`config.mk`:
```
export PLATFORM = sky130hd
export DESIGN_NAME = adc_seq_top
export DESIGN_NICKNAME = d
export VERILOG_FILES = /design/src/rtl/adc_seq_pkg.sv /design/src/rtl/adc_ctrl_reg.sv /design/src/rtl/adc_sequencer.sv /design/src/rtl/adc_result_bank.sv /design/src/rtl/adc_seq_top.sv
export SDC_FILE = /design/constraint.sdc
export NUM_CORES = 1
export LEC_CHECK = 0
export BUFFER_PORTS_ARGS = -buffer_cell sky130_fd_sc_hd__buf_2
export CORE_MARGIN = 2
export CORE_UTILIZATION = 64
export DETAILED_ROUTE_END_ITERATION = 12
export HOLD_SLACK_MARGIN = 0.08
export PLACE_DENSITY_LB_ADDON = 0.3
export SYNTH_ARGS = -nofsm -noshare
export SYNTH_HDL_FRONTEND = slang
export SYNTH_SLANG_ARGS = --single-unit
```
`constraint.sdc`:
```
create_clock -name clk -period 4 [get_ports clk]
set_input_delay 0 -clock clk [delete_from_list [all_inputs] [get_ports clk]]
set_output_delay 0 -clock clk [all_outputs]
set_load 0.05 [all_outputs]
```
`src/rtl/adc_seq_pkg.sv`:
```
package adc_seq_pkg;

  localparam int NCH  = 8;
  localparam int CH_W = 3;

  typedef struct packed {
    logic            flag;
    logic            ie;
    logic            start;
    logic            scan;
    logic            speed;
    logic [CH_W-1:0] code;
  } ctrl_t;

  // lowest channel of a sweep
  function automatic logic [CH_W-1:0] sweep_first(input logic scan, input logic [CH_W-1:0] code);
    return scan ? {code[CH_W-1], {(CH_W-1){1'b0}}} : code;
  endfunction

  // highest channel of a sweep (the code itself in both modes)
  function automatic logic [CH_W-1:0] sweep_last(input logic [CH_W-1:0] code);
    return code;
  endfunction

  // cycles per conversion
  function automatic int unsigned conv_len(input logic speed, input int unsigned slow_c,
                                           input int unsigned fast_c);
    return speed ? fast_c : slow_c;
  endfunction

endpackage

```
`src/rtl/adc_ctrl_reg.sv`:
```
module adc_ctrl_reg
  import adc_seq_pkg::*;
(
  input  logic        clk,
  input  logic        rst_n,
  input  logic        wr_en,
  input  logic        rd_en,
  input  logic [7:0]  wdata,
  input  logic        sweep_end,
  input  logic        single_end,
  output ctrl_t       ctrl_q,
  output logic        irq
);

  logic  armed_q;
  logic  clr_req;
  ctrl_t wr_view;

  assign wr_view = ctrl_t'(wdata);
  assign clr_req = wr_en && !wr_view.flag && armed_q && ctrl_q.flag;
  assign irq     = ctrl_q.flag && ctrl_q.ie;

  always_ff @(posedge clk) begin
    if (!rst_n) begin
      ctrl_q  <= '0;
      armed_q <= 1'b0;
    end else begin
      if (wr_en) begin
        ctrl_q.ie    <= wr_view.ie;
        ctrl_q.start <= wr_view.start;
        ctrl_q.scan  <= wr_view.scan;
        ctrl_q.speed <= wr_view.speed;
        ctrl_q.code  <= wr_view.code;
      end else if (single_end) begin
        ctrl_q.start <= 1'b0;
      end
      if (sweep_end)    ctrl_q.flag <= 1'b1;
      else if (clr_req) ctrl_q.flag <= 1'b0;
      if (clr_req)                     armed_q <= 1'b0;
      else if (rd_en && ctrl_q.flag)   armed_q <= 1'b1;
    end
  end


  flag_clear_armed_chk: assert property (@(posedge clk) disable iff (!rst_n)
    $fell(ctrl_q.flag) |-> $past(armed_q && wr_en && !wdata[7]));

  flag_rise_src_chk: assert property (@(posedge clk) disable iff (!rst_n)
    $rose(ctrl_q.flag) |-> $past(sweep_end));

  flag_set_wins_chk: assert property (@(posedge clk) disable iff (!rst_n)
    sweep_end |=> ctrl_q.flag);

  start_autoclear_chk: assert property (@(posedge clk) disable iff (!rst_n)
    (single_end && !wr_en) |=> !ctrl_q.start);

endmodule

```
`src/rtl/adc_sequencer.sv`:
```
module adc_sequencer
  import adc_seq_pkg::*;
#(
  parameter int unsigned SLOW_CYC = 242,
  parameter int unsigned FAST_CYC = 122
) (
  input  logic            clk,
  input  logic            rst_n,
  input  logic            start,
  input  logic            scan,
  input  logic            speed,
  input  logic [CH_W-1:0] code,
  output logic [CH_W-1:0] chan,
  output logic            conv_done,
  output logic            sweep_end,
  output logic            single_end
);

  localparam int CNT_W = $clog2(SLOW_CYC + 1);

  logic             busy_q;
  logic [CH_W-1:0]  ch_q, first_l, last_l;
  logic [CNT_W-1:0] cnt_q;
  logic             scan_l, speed_l;

  assign chan       = ch_q;
  assign conv_done  = busy_q && start && (cnt_q == '0);
  assign sweep_end  = conv_done && (ch_q == last_l);
  assign single_end = sweep_end && !scan_l;

  always_ff @(posedge clk) begin
    if (!rst_n) begin
      busy_q  <= 1'b0;
      ch_q    <= '0;
      first_l <= '0;
      last_l  <= '0;
      cnt_q   <= '0;
      scan_l  <= 1'b0;
      speed_l <= 1'b0;
    end else if ((!busy_q && start) || (sweep_end && scan_l)) begin
      busy_q  <= 1'b1;
      ch_q    <= sweep_first(scan, code);
      first_l <= sweep_first(scan, code);
      last_l  <= sweep_last(code);
      scan_l  <= scan;
      speed_l <= speed;
      cnt_q   <= CNT_W'(conv_len(speed, SLOW_CYC, FAST_CYC) - 1);
    end else if (busy_q) begin
      if (!start || single_end) begin
        busy_q <= 1'b0;
      end else if (cnt_q != '0) begin
        cnt_q <= cnt_q - 1'b1;
      end else begin
        ch_q  <= ch_q + 1'b1;
        cnt_q <= CNT_W'(conv_len(speed_l, SLOW_CYC, FAST_CYC) - 1);
      end
    end
  end


  chan_range_chk: assert property (@(posedge clk) disable iff (!rst_n)
    busy_q |-> (ch_q >= first_l && ch_q <= last_l));

  timer_bound_chk: assert property (@(posedge clk) disable iff (!rst_n)
    busy_q |-> (32'(cnt_q) < conv_len(speed_l, SLOW_CYC, FAST_CYC)));

  cfg_hold_chk: assert property (@(posedge clk) disable iff (!rst_n)
    (busy_q && $past(busy_q) && !$past(sweep_end)) |->
      ($stable(last_l) && $stable(scan_l) && $stable(speed_l)));

  halt_stop_chk: assert property (@(posedge clk) disable iff (!rst_n)
    (busy_q && !start) |=> !busy_q);

endmodule

```
`src/rtl/adc_result_bank.sv`:
```
module adc_result_bank
  import adc_seq_pkg::*;
#(
  parameter int RES_W = 10
) (
  input  logic             clk,
  input  logic             rst_n,
  input  logic             we,
  input  logic [CH_W-1:0]  widx,
  input  logic [RES_W-1:0] wdata,
  input  logic [CH_W-1:0]  ridx,
  output logic [RES_W-1:0] rdata
);

  logic [RES_W-1:0] regs [NCH];

  for (genvar i = 0; i < NCH; i++) begin : g_ch
    always_ff @(posedge clk) begin
      if (!rst_n)                            regs[i] <= '0;
      else if (we && widx == CH_W'(i))       regs[i] <= wdata;
    end

    res_write_only_chk: assert property (@(posedge clk) disable iff (!rst_n)
      !$stable(regs[i]) |-> $past(we && widx == CH_W'(i)));
  end

  assign rdata = regs[ridx];

endmodule

```
`src/rtl/adc_seq_top.sv`:
```
module adc_seq_top
  import adc_seq_pkg::*;
#(
  parameter int          RES_W    = 10,
  parameter int unsigned SLOW_CYC = 242,
  parameter int unsigned FAST_CYC = 122
) (
  input  logic             clk,
  input  logic             rst_n,
  input  logic             bus_wr,
  input  logic             bus_rd,
  input  logic [3:0]       bus_addr,
  input  logic [7:0]       bus_wdata,
  output logic [RES_W-1:0] bus_rdata,
  input  logic [RES_W-1:0] conv_data,
  output logic [CH_W-1:0]  conv_chan,
  output logic             irq
);

  ctrl_t            ctrl_q;
  logic             sel_ctrl, sel_res;
  logic             conv_done, sweep_end, single_end;
  logic [RES_W-1:0] res_rdata;

  assign sel_ctrl = (bus_addr == 4'd0);
  assign sel_res  = bus_addr[3];

  adc_ctrl_reg u_ctrl (
    .clk        (clk),
    .rst_n      (rst_n),
    .wr_en      (bus_wr && sel_ctrl),
    .rd_en      (bus_rd && sel_ctrl),
    .wdata      (bus_wdata),
    .sweep_end  (sweep_end),
    .single_end (single_end),
    .ctrl_q     (ctrl_q),
    .irq        (irq)
  );

  adc_sequencer #(.SLOW_CYC(SLOW_CYC), .FAST_CYC(FAST_CYC)) u_seq (
    .clk        (clk),
    .rst_n      (rst_n),
    .start      (ctrl_q.start),
    .scan       (ctrl_q.scan),
    .speed      (ctrl_q.speed),
    .code       (ctrl_q.code),
    .chan       (conv_chan),
    .conv_done  (conv_done),
    .sweep_end  (sweep_end),
    .single_end (single_end)
  );

  adc_result_bank #(.RES_W(RES_W)) u_res (
    .clk   (clk),
    .rst_n (rst_n),
    .we    (conv_done),
    .widx  (conv_chan),
    .wdata (conv_data),
    .ridx  (bus_addr[CH_W-1:0]),
    .rdata (res_rdata)
  );

  always_comb begin
    if (sel_ctrl)     bus_rdata = RES_W'(ctrl_q);
    else if (sel_res) bus_rdata = res_rdata;
    else              bus_rdata = '0;
  end


  irq_mask_chk: assert property (@(posedge clk) disable iff (!rst_n)
    (!ctrl_q.flag || !ctrl_q.ie) |-> !irq);

endmodule

```
==> flow_summary.yaml, run 1 <==
flow_run:
  maxCapViolCount: 0
logic_synthesis:
  syn-cell-area_sq_um: 5154
  syn_avg_cell_area_sq_um: 12.63
  ys_ff_latch: 106
  yosysUniqueCellTypes: 51
  ys_seq_area_share_pct: 56.71
  synth_nets: 441
  yosys_warnings: 0
  synthArstFlopShare_pct: 0
  synth-edff-count: 80
  synthCells: 408
  synth_ff_type: "edfxtp_1"
layout:
  multi_input_area_sq_um: 2095
  fin_util_pct: 75.55
  drive_gt1_share_pct: 21.77
  fill_cells: 485
  final_cell_mix: "edfxtp_1, and3_1, buf_2"
  nets: 492
  seq_area_sq_um: 2923
  area_growth_pct: 13.86
  insertedDiodeCount: 0
  layout_commonest_cell: "edfxtp_1"
setup_path:
  crit_chain: "inv_1, ha_1, nand3_1, nand2_1"
  crit_path_end_kind: "flip-flop"
  r2r_slack_ns: 1.78
  crit_path_end: "u_res.regs[6][0]"
  critPathLaunch: "u_seq.chan[0]"
  ff2ff_path_depth: 4
  required_ns: 4.02
  worst-path-max-fanout: 22
  worstReg2RegStart: "u_seq.chan[0]"
  r2r-end: "u_res.regs[6][0]"
  cp_slowest_cell: "ha_1"
  critPathArrivalTime_ns: 2.24
  worstSetupStartpointType: "flip-flop"
  crit_type: "reg2reg"
  critPathMaxStageDelay_ns: 0.73
clock_tree:
  clockBufferDepth: 2
  cts_resized: 0
  h-tree-depth: 3
  clk_pin_slew_worst_paths_ns: 0.11
  cts_tree: "built"
  insertion_delay_ns: 0.38
  cts_buffers: 9
  cts_root_buf: "clkbuf_8"
  clock-sinks: 106
routing:
  viasPerCell: 6.447
  drt-pass1-iter-count: 5
  drtIter0Drc: 315
  wire_per_inst_um: 22.07
  wl_um: 12490
  drc: 0
  vias: 3649
  final_antenna_net_count: 0
timing:
  hold_violations: 0
  fmax_mhz: 450.1
  slew_viol_final: 0
  rsz0062_at_grt: "no"
  max-slew-margin-rel_pct: 39.72
  finalCritPeriodShare_pct: 55.54
  finClkSkew_ns: 0.01760
  setup_viol: 0
  worstMarginPinSlew_ns: 0.8974
  tns_ns: 0
  layout_min_cycle_time_ns: 2.222
grt:
  grt-ovfl-total: 0
  grt.total_usage_pct: 29.70
  grt_pass1_vias: 3592
  grt_pass1_wl_um: 19150
  grt_max_degree: 31
  antenna_found_initial: 0
floorplan:
  die_h_um: 93.74
  row_count: 32
  die_x_um: 93.74
  initial_core_util_pct: 66.35
  die_area_sq_um: 8786
  core_sq_um: 7767
  io_pins: 40
placed_design:
  gp_congestion: 0.8856
  io_buffer_count: 39
  dp_hpwl_um: 7529
power:
  power_density_nw_per_um2: 357.3
  ir_drop_uv: 216.8
  p_leak_nw: 2.387
hold_path:
  holdCritPathClass: "in2reg"
outcome:
  status: "complete, no violations"
-- power by group --
part	total, mW	switching [mW]	internal [mW]	leakage, nW
Combinational	0.201	0.123	0.0780	1.25
Clock	0.677	0.422	0.256	0.107
Sequential	1.22	0.0116	1.21	1.04
Total	2.10	0.556	1.54	2.39
-- per-stage QoR --
stage                     worst slack [ns]  hold WS, ns  total power, mW  area, sq um  instances
after floorplan                      2.059       0.1475            1.361         5154        408
after global placement               1.873       0.2523            1.419         5378        522
after detailed placement             1.807       0.2627            1.425         5378        522
after CTS                            1.801       0.1382            2.101         5868        566
after global routing                 1.657       0.1726            2.157         5868        566
final                                1.778       0.1301            2.097         5868        566
-- sequential cells by signal (all words and copies together) (netlist names) --
register and count:
u_seq.speed_l 1, u_res.regs 80, u_ctrl.armed_q 1, u_ctrl.ctrl_q 8, u_seq.busy_q 1, u_seq.chan 3, u_seq.cnt_q 8, u_seq.scan_l 1
u_seq.last_l 3
-- worst min-delay path by stage --
| stage | start | to | slack [ns] | cells past startpoint |
|---|---|---|---|---|
| 5_1_grt | bus_wr | u_ctrl.armed_q | 0.17 | 4 |
| 3_5_place_dp | bus_wdata[2] | u_ctrl.ctrl_q[2] | 0.26 | 3 |
| 2_1_floorplan | bus_wdata[6] | u_ctrl.ctrl_q[6] | 0.15 | 2 |
| 3_3_place_gp | bus_wdata[3] | u_ctrl.ctrl_q[3] | 0.25 | 3 |
| 4_1_cts | bus_wr | u_ctrl.armed_q | 0.14 | 4 |
| 6_report | bus_wr | u_ctrl.armed_q | 0.13 | 4 |
-- final cells by class --
cell class	count	area share, %
inverter	6	0.3838
timing repair buffer	69	8.358
clock buffer	9	2.111
clock inverter	7	1.471
multi-input combinational	267	35.69
sequential	106	49.81
tap	102	2.175
-- synth_stat cells, types with 7 or more instances --
library cell	count	area, sq um
edfxtp_1	80	2402
and3_1	62	387.9
nand2_1	33	123.9
dfxtp_1	26	520.5
and2_1	23	143.9
clkbuf_1	21	78.83
mux4_2	20	450.4
a21oi_1	16	80.08
nand3_1	14	70.07
nor2_1	12	45.04
mux2_2	10	112.6
a22o_1	8	70.07
ha_1	7	87.58
-- what timing repair did --
action,4_1_cts,5_1_grt
buffers inserted,0,0
hold endpoints to repair,97,0
hold buffers,28,0
-- layer usage --
layer | vias to the layer above | global-route usage, % | wire, um
li1 | 1656 | - | -
met1 | 1791 | 38.53 | 4737
met2 | 181 | 49.70 | 6484
met3 | 21 | 6.340 | 1023
met4 | 0 | 10.75 | 248
met5 | - | 0 | 0
-- cells by family after synthesis --
logic type               synth area share, %
AND/OR/NAND/NOR                        18.69
buffers and inverters                  2.840
multiplexers                           11.70
adder cells (fa/ha/maj)                1.699
AO/OA/AOI/OAI                          7.672
XOR/XNOR                              0.6797
flip-flops                             56.71
-- worst max-delay path, delay by kind of cell, from the launching register on --
kind,cells,cell delay [ns]
adder cells (fa/ha/maj),1,0.73
buffers and inverters,1,0.12
flip-flops,1,0.39
AND/OR/NAND/NOR,2,0.62
No activity file was read; power rests on OpenSTA's default activity.
==> run 2: changes to the inputs <==
ABC_AREA = 1   (was unset)
CORE_UTILIZATION = 54   (was 64)
clock period = 1.9 ns   (was 4 ns; I/O delays follow)
==> flow_summary.yaml, run 2 <==
logic_synthesis:
  synth_area_leaders: "edfxtp_1, nor2_1, dfxtp_1, o21ai_0, inv_1"
  ys_seq_area_share_pct: 58.66
  synth_xor_area_share_pct: 0.8790
  synthArstFlopShare_pct: 0
  synth_top_family_by_area: "simple AND/OR/NAND/NOR gates"
  synthCells: 533
  synth_nets: 566
  synth_ff_type: "edfxtp_1"
  yosys-top-cells-count: "nor2_1, edfxtp_1, o21ai_0"
  synth.most_common_cell: "nor2_1"
  yosys_warnings: 0
  syn_avg_cell_area_sq_um: 9.348
  synth-edff-count: 80
  yosysUniqueCellTypes: 33
  synthAdderAreaFrac_pct: 1.758
  syn-cell-area_sq_um: 4982
  synth_compound_area_share_pct: 13.44
  synth_top_area_share_pct: 48.22
  ys_ff_latch: 106
  synth_top_area_cell: "edfxtp_1"
  muxShareOfSynthArea_pct: 0
  synthSimpleGateAreaFrac_pct: 20.14
clock_tree:
  cts_root_buf: "clkbuf_8"
  cts_buffers: 9
  cts_tree: "built"
  h-tree-depth: 3
  insertion_delay_ns: 0.38
  clockBufferDepth: 2
  clk_pin_slew_worst_paths_ns: 0.11
  clock-sinks: 106
layout:
  layout_commonest_cell: "nor2_1"
  fill_cells: 787
  largest_reg_flops: 80
  nets: 624
  insertedDiodeCount: 0
  seq_area_sq_um: 2923
  drive_gt1_share_pct: 16.44
  top_register: "u_res.regs"
  final_cell_mix: "nor2_1, edfxtp_1, o21ai_0"
  stdcell_count: 707
  multi_input_area_sq_um: 1812
  reg.largest.list: "u_res.regs: 80 flops, u_ctrl.ctrl_q: 8 flops, u_seq.cnt_q: 8 flops"
  area_growth_pct: 14.47
setup_path:
  critPathArrivalTime_ns: 1.78
  worst-path-max-fanout: 1
  crit_type: "reg2out"
  worstSetupStartpointType: "flip-flop"
  crit_path_end_kind: "output port"
  required_ns: 1.90
flow_run:
  maxCapViolCount: 0
placed_design:
  place_inst: 678
  dp_hpwl_um: 8865
  io_buffer_count: 39
  gp_congestion: 0.9610
grt:
  grt_max_degree: 43
  grt.total_usage_pct: 26.84
  antenna_found_initial: 0
  grt_pass1_vias: 3982
  grt-ovfl-total: 0
  grt_pass1_wl_um: 20510
routing:
  final_antenna_net_count: 0
  wire_per_inst_um: 17.97
  wl_um: 12700
  drc: 0
  viasPerCell: 5.774
  drtIter0Drc: 441
  drt-pass1-iter-count: 6
  vias: 4082
power:
  seqPwrFrac_pct: 57.1
  switching_share_pct: 26.35
  p_int_mw: 3.315
  ir_drop_uv: 452.6
  p_clk_share_pct: 31.8
  p_leak_nw: 2.280
  power_density_nw_per_um2: 789.1
  p_sw_mw: 1.186
  power.total_mw: 4.500
  share_comb_of_total_power_pct: 11.1
timing:
  finClkSkew_ns: 0.01003
  worstMarginPinSlew_ns: 0.4578
  slew_viol_final: 0
  setup_viol: 0
  tns_ns: 0
  rsz0062_at_grt: "no"
  max-slew-margin-rel_pct: 69.45
  fmax_mhz: 562.9
  hold_violations: 0
  layout_min_cycle_time_ns: 1.777
  finalCritPeriodShare_pct: 93.51
outcome:
  status: "complete, no violations"
floorplan:
  initial_core_util_pct: 54.70
  row_count: 35
  die_area_sq_um: 10010
  die_h_um: 100.1
  core_sq_um: 9109
  io_pins: 40
  die_x_um: 100.1
hold_path:
  holdCritPathClass: "in2reg"
==> run 2: cell count changes in the layout (fill, tap and decap cells not counted), moves of 9 or more <==
cell | previous run | this run
inv_1 | 6 | 44
o211ai_1 | 0 | 9
mux4_2 | 20 | 0
and2_1 | 23 | 0
o22ai_1 | 1 | 11
and3_1 | 62 | 0
buf_4 | 2 | 14
o21ai_0 | 4 | 60
nor2_1 | 12 | 145
dlygate4sd3_1 | 28 | 13
mux2_2 | 10 | 0
==> run 2: logic make-up after synthesis <==
| group | Yosys count |
|---|---|
| AO/OA/AOI/OAI | 118 |
| XOR/XNOR | 5 |
| adder cells (fa/ha/maj) | 7 |
| buffers and inverters | 68 |
| flip-flops | 106 |
| AND/OR/NAND/NOR | 229 |
==> run 2: power groups by stage <==
stage	Combinational, mW	Sequential (mW)	Clock [mW]
2_1_floorplan	0.309	2.62	0
3_3_place_gp	0.465	2.62	0
3_5_place_dp	0.474	2.62	0
4_1_cts	0.494	2.57	1.44
5_1_grt	0.548	2.58	1.53
6_report	0.501	2.57	1.43
==> run 2: repair_timing <==
item / CTS / global route
setup endpoints to repair: 0 / 2
endpoints found under the hold margin: 23 / 0
resized for setup: 0 / 2
buffers inserted: 0 / 0
hold buffers: 13 / 0
==> run 2: layer usage <==
layer | global-route usage (%) | vias to the layer above | share of wire, %
met5 | 0 | - | 0
met4 | 8.957 | 0 | 1.7
met3 | 2.994 | 20 | 7.3
met2 | 45.37 | 187 | 51
met1 | 36.47 | 1941 | 40
li1 | - | 1934 | -
==> run 2: cell type report <==
class	instances	share of cell area (%)
multi-input cells	359	31.77
inverters	48	3.159
repair buffers	67	7.898
clock buffers	9	2.172
clock inverters	7	1.316
flip-flops and latches	106	51.25
well taps	111	2.435
==> run 2: critical path, stage by stage, from the launching register on <==
cell      delay, ns
edfxtp_1       0.37
o21ai_0        0.26
o22ai_1        0.12
o211ai_1       0.24
o21ai_0        0.17
buf_2          0.24
==> run 2: worst paths after layout <==
path | start | end | slack [ns] | cells after the start
worst max-delay path | u_res.regs[6][6] | bus_rdata[6] | 0.12 | 5
worst min-delay path | conv_data[3] | u_res.regs[3][3] | 0.09 | 3
worst max register to register | u_ctrl.ctrl_q[5] | u_seq.chan[0] | 0.17 | 10
worst min register to register | u_seq.last_l[2] | u_seq.last_l[2] | 0.49 | 2
==> run 2: metrics by stage <==
step                      worst slack [ns]  cell area, sq um  utilization, %  hold WS (ns)
final                               0.1234              5703           62.61       0.08811
after global routing               0.02602              5703           62.61        0.1060
after CTS                           0.1220              5695           62.53       0.08129
after detailed placement            0.1961              5366           58.91        0.2841
after global placement              0.2411              5366           58.91        0.2764
after floorplan                    0.02080              4982               -        0.1920
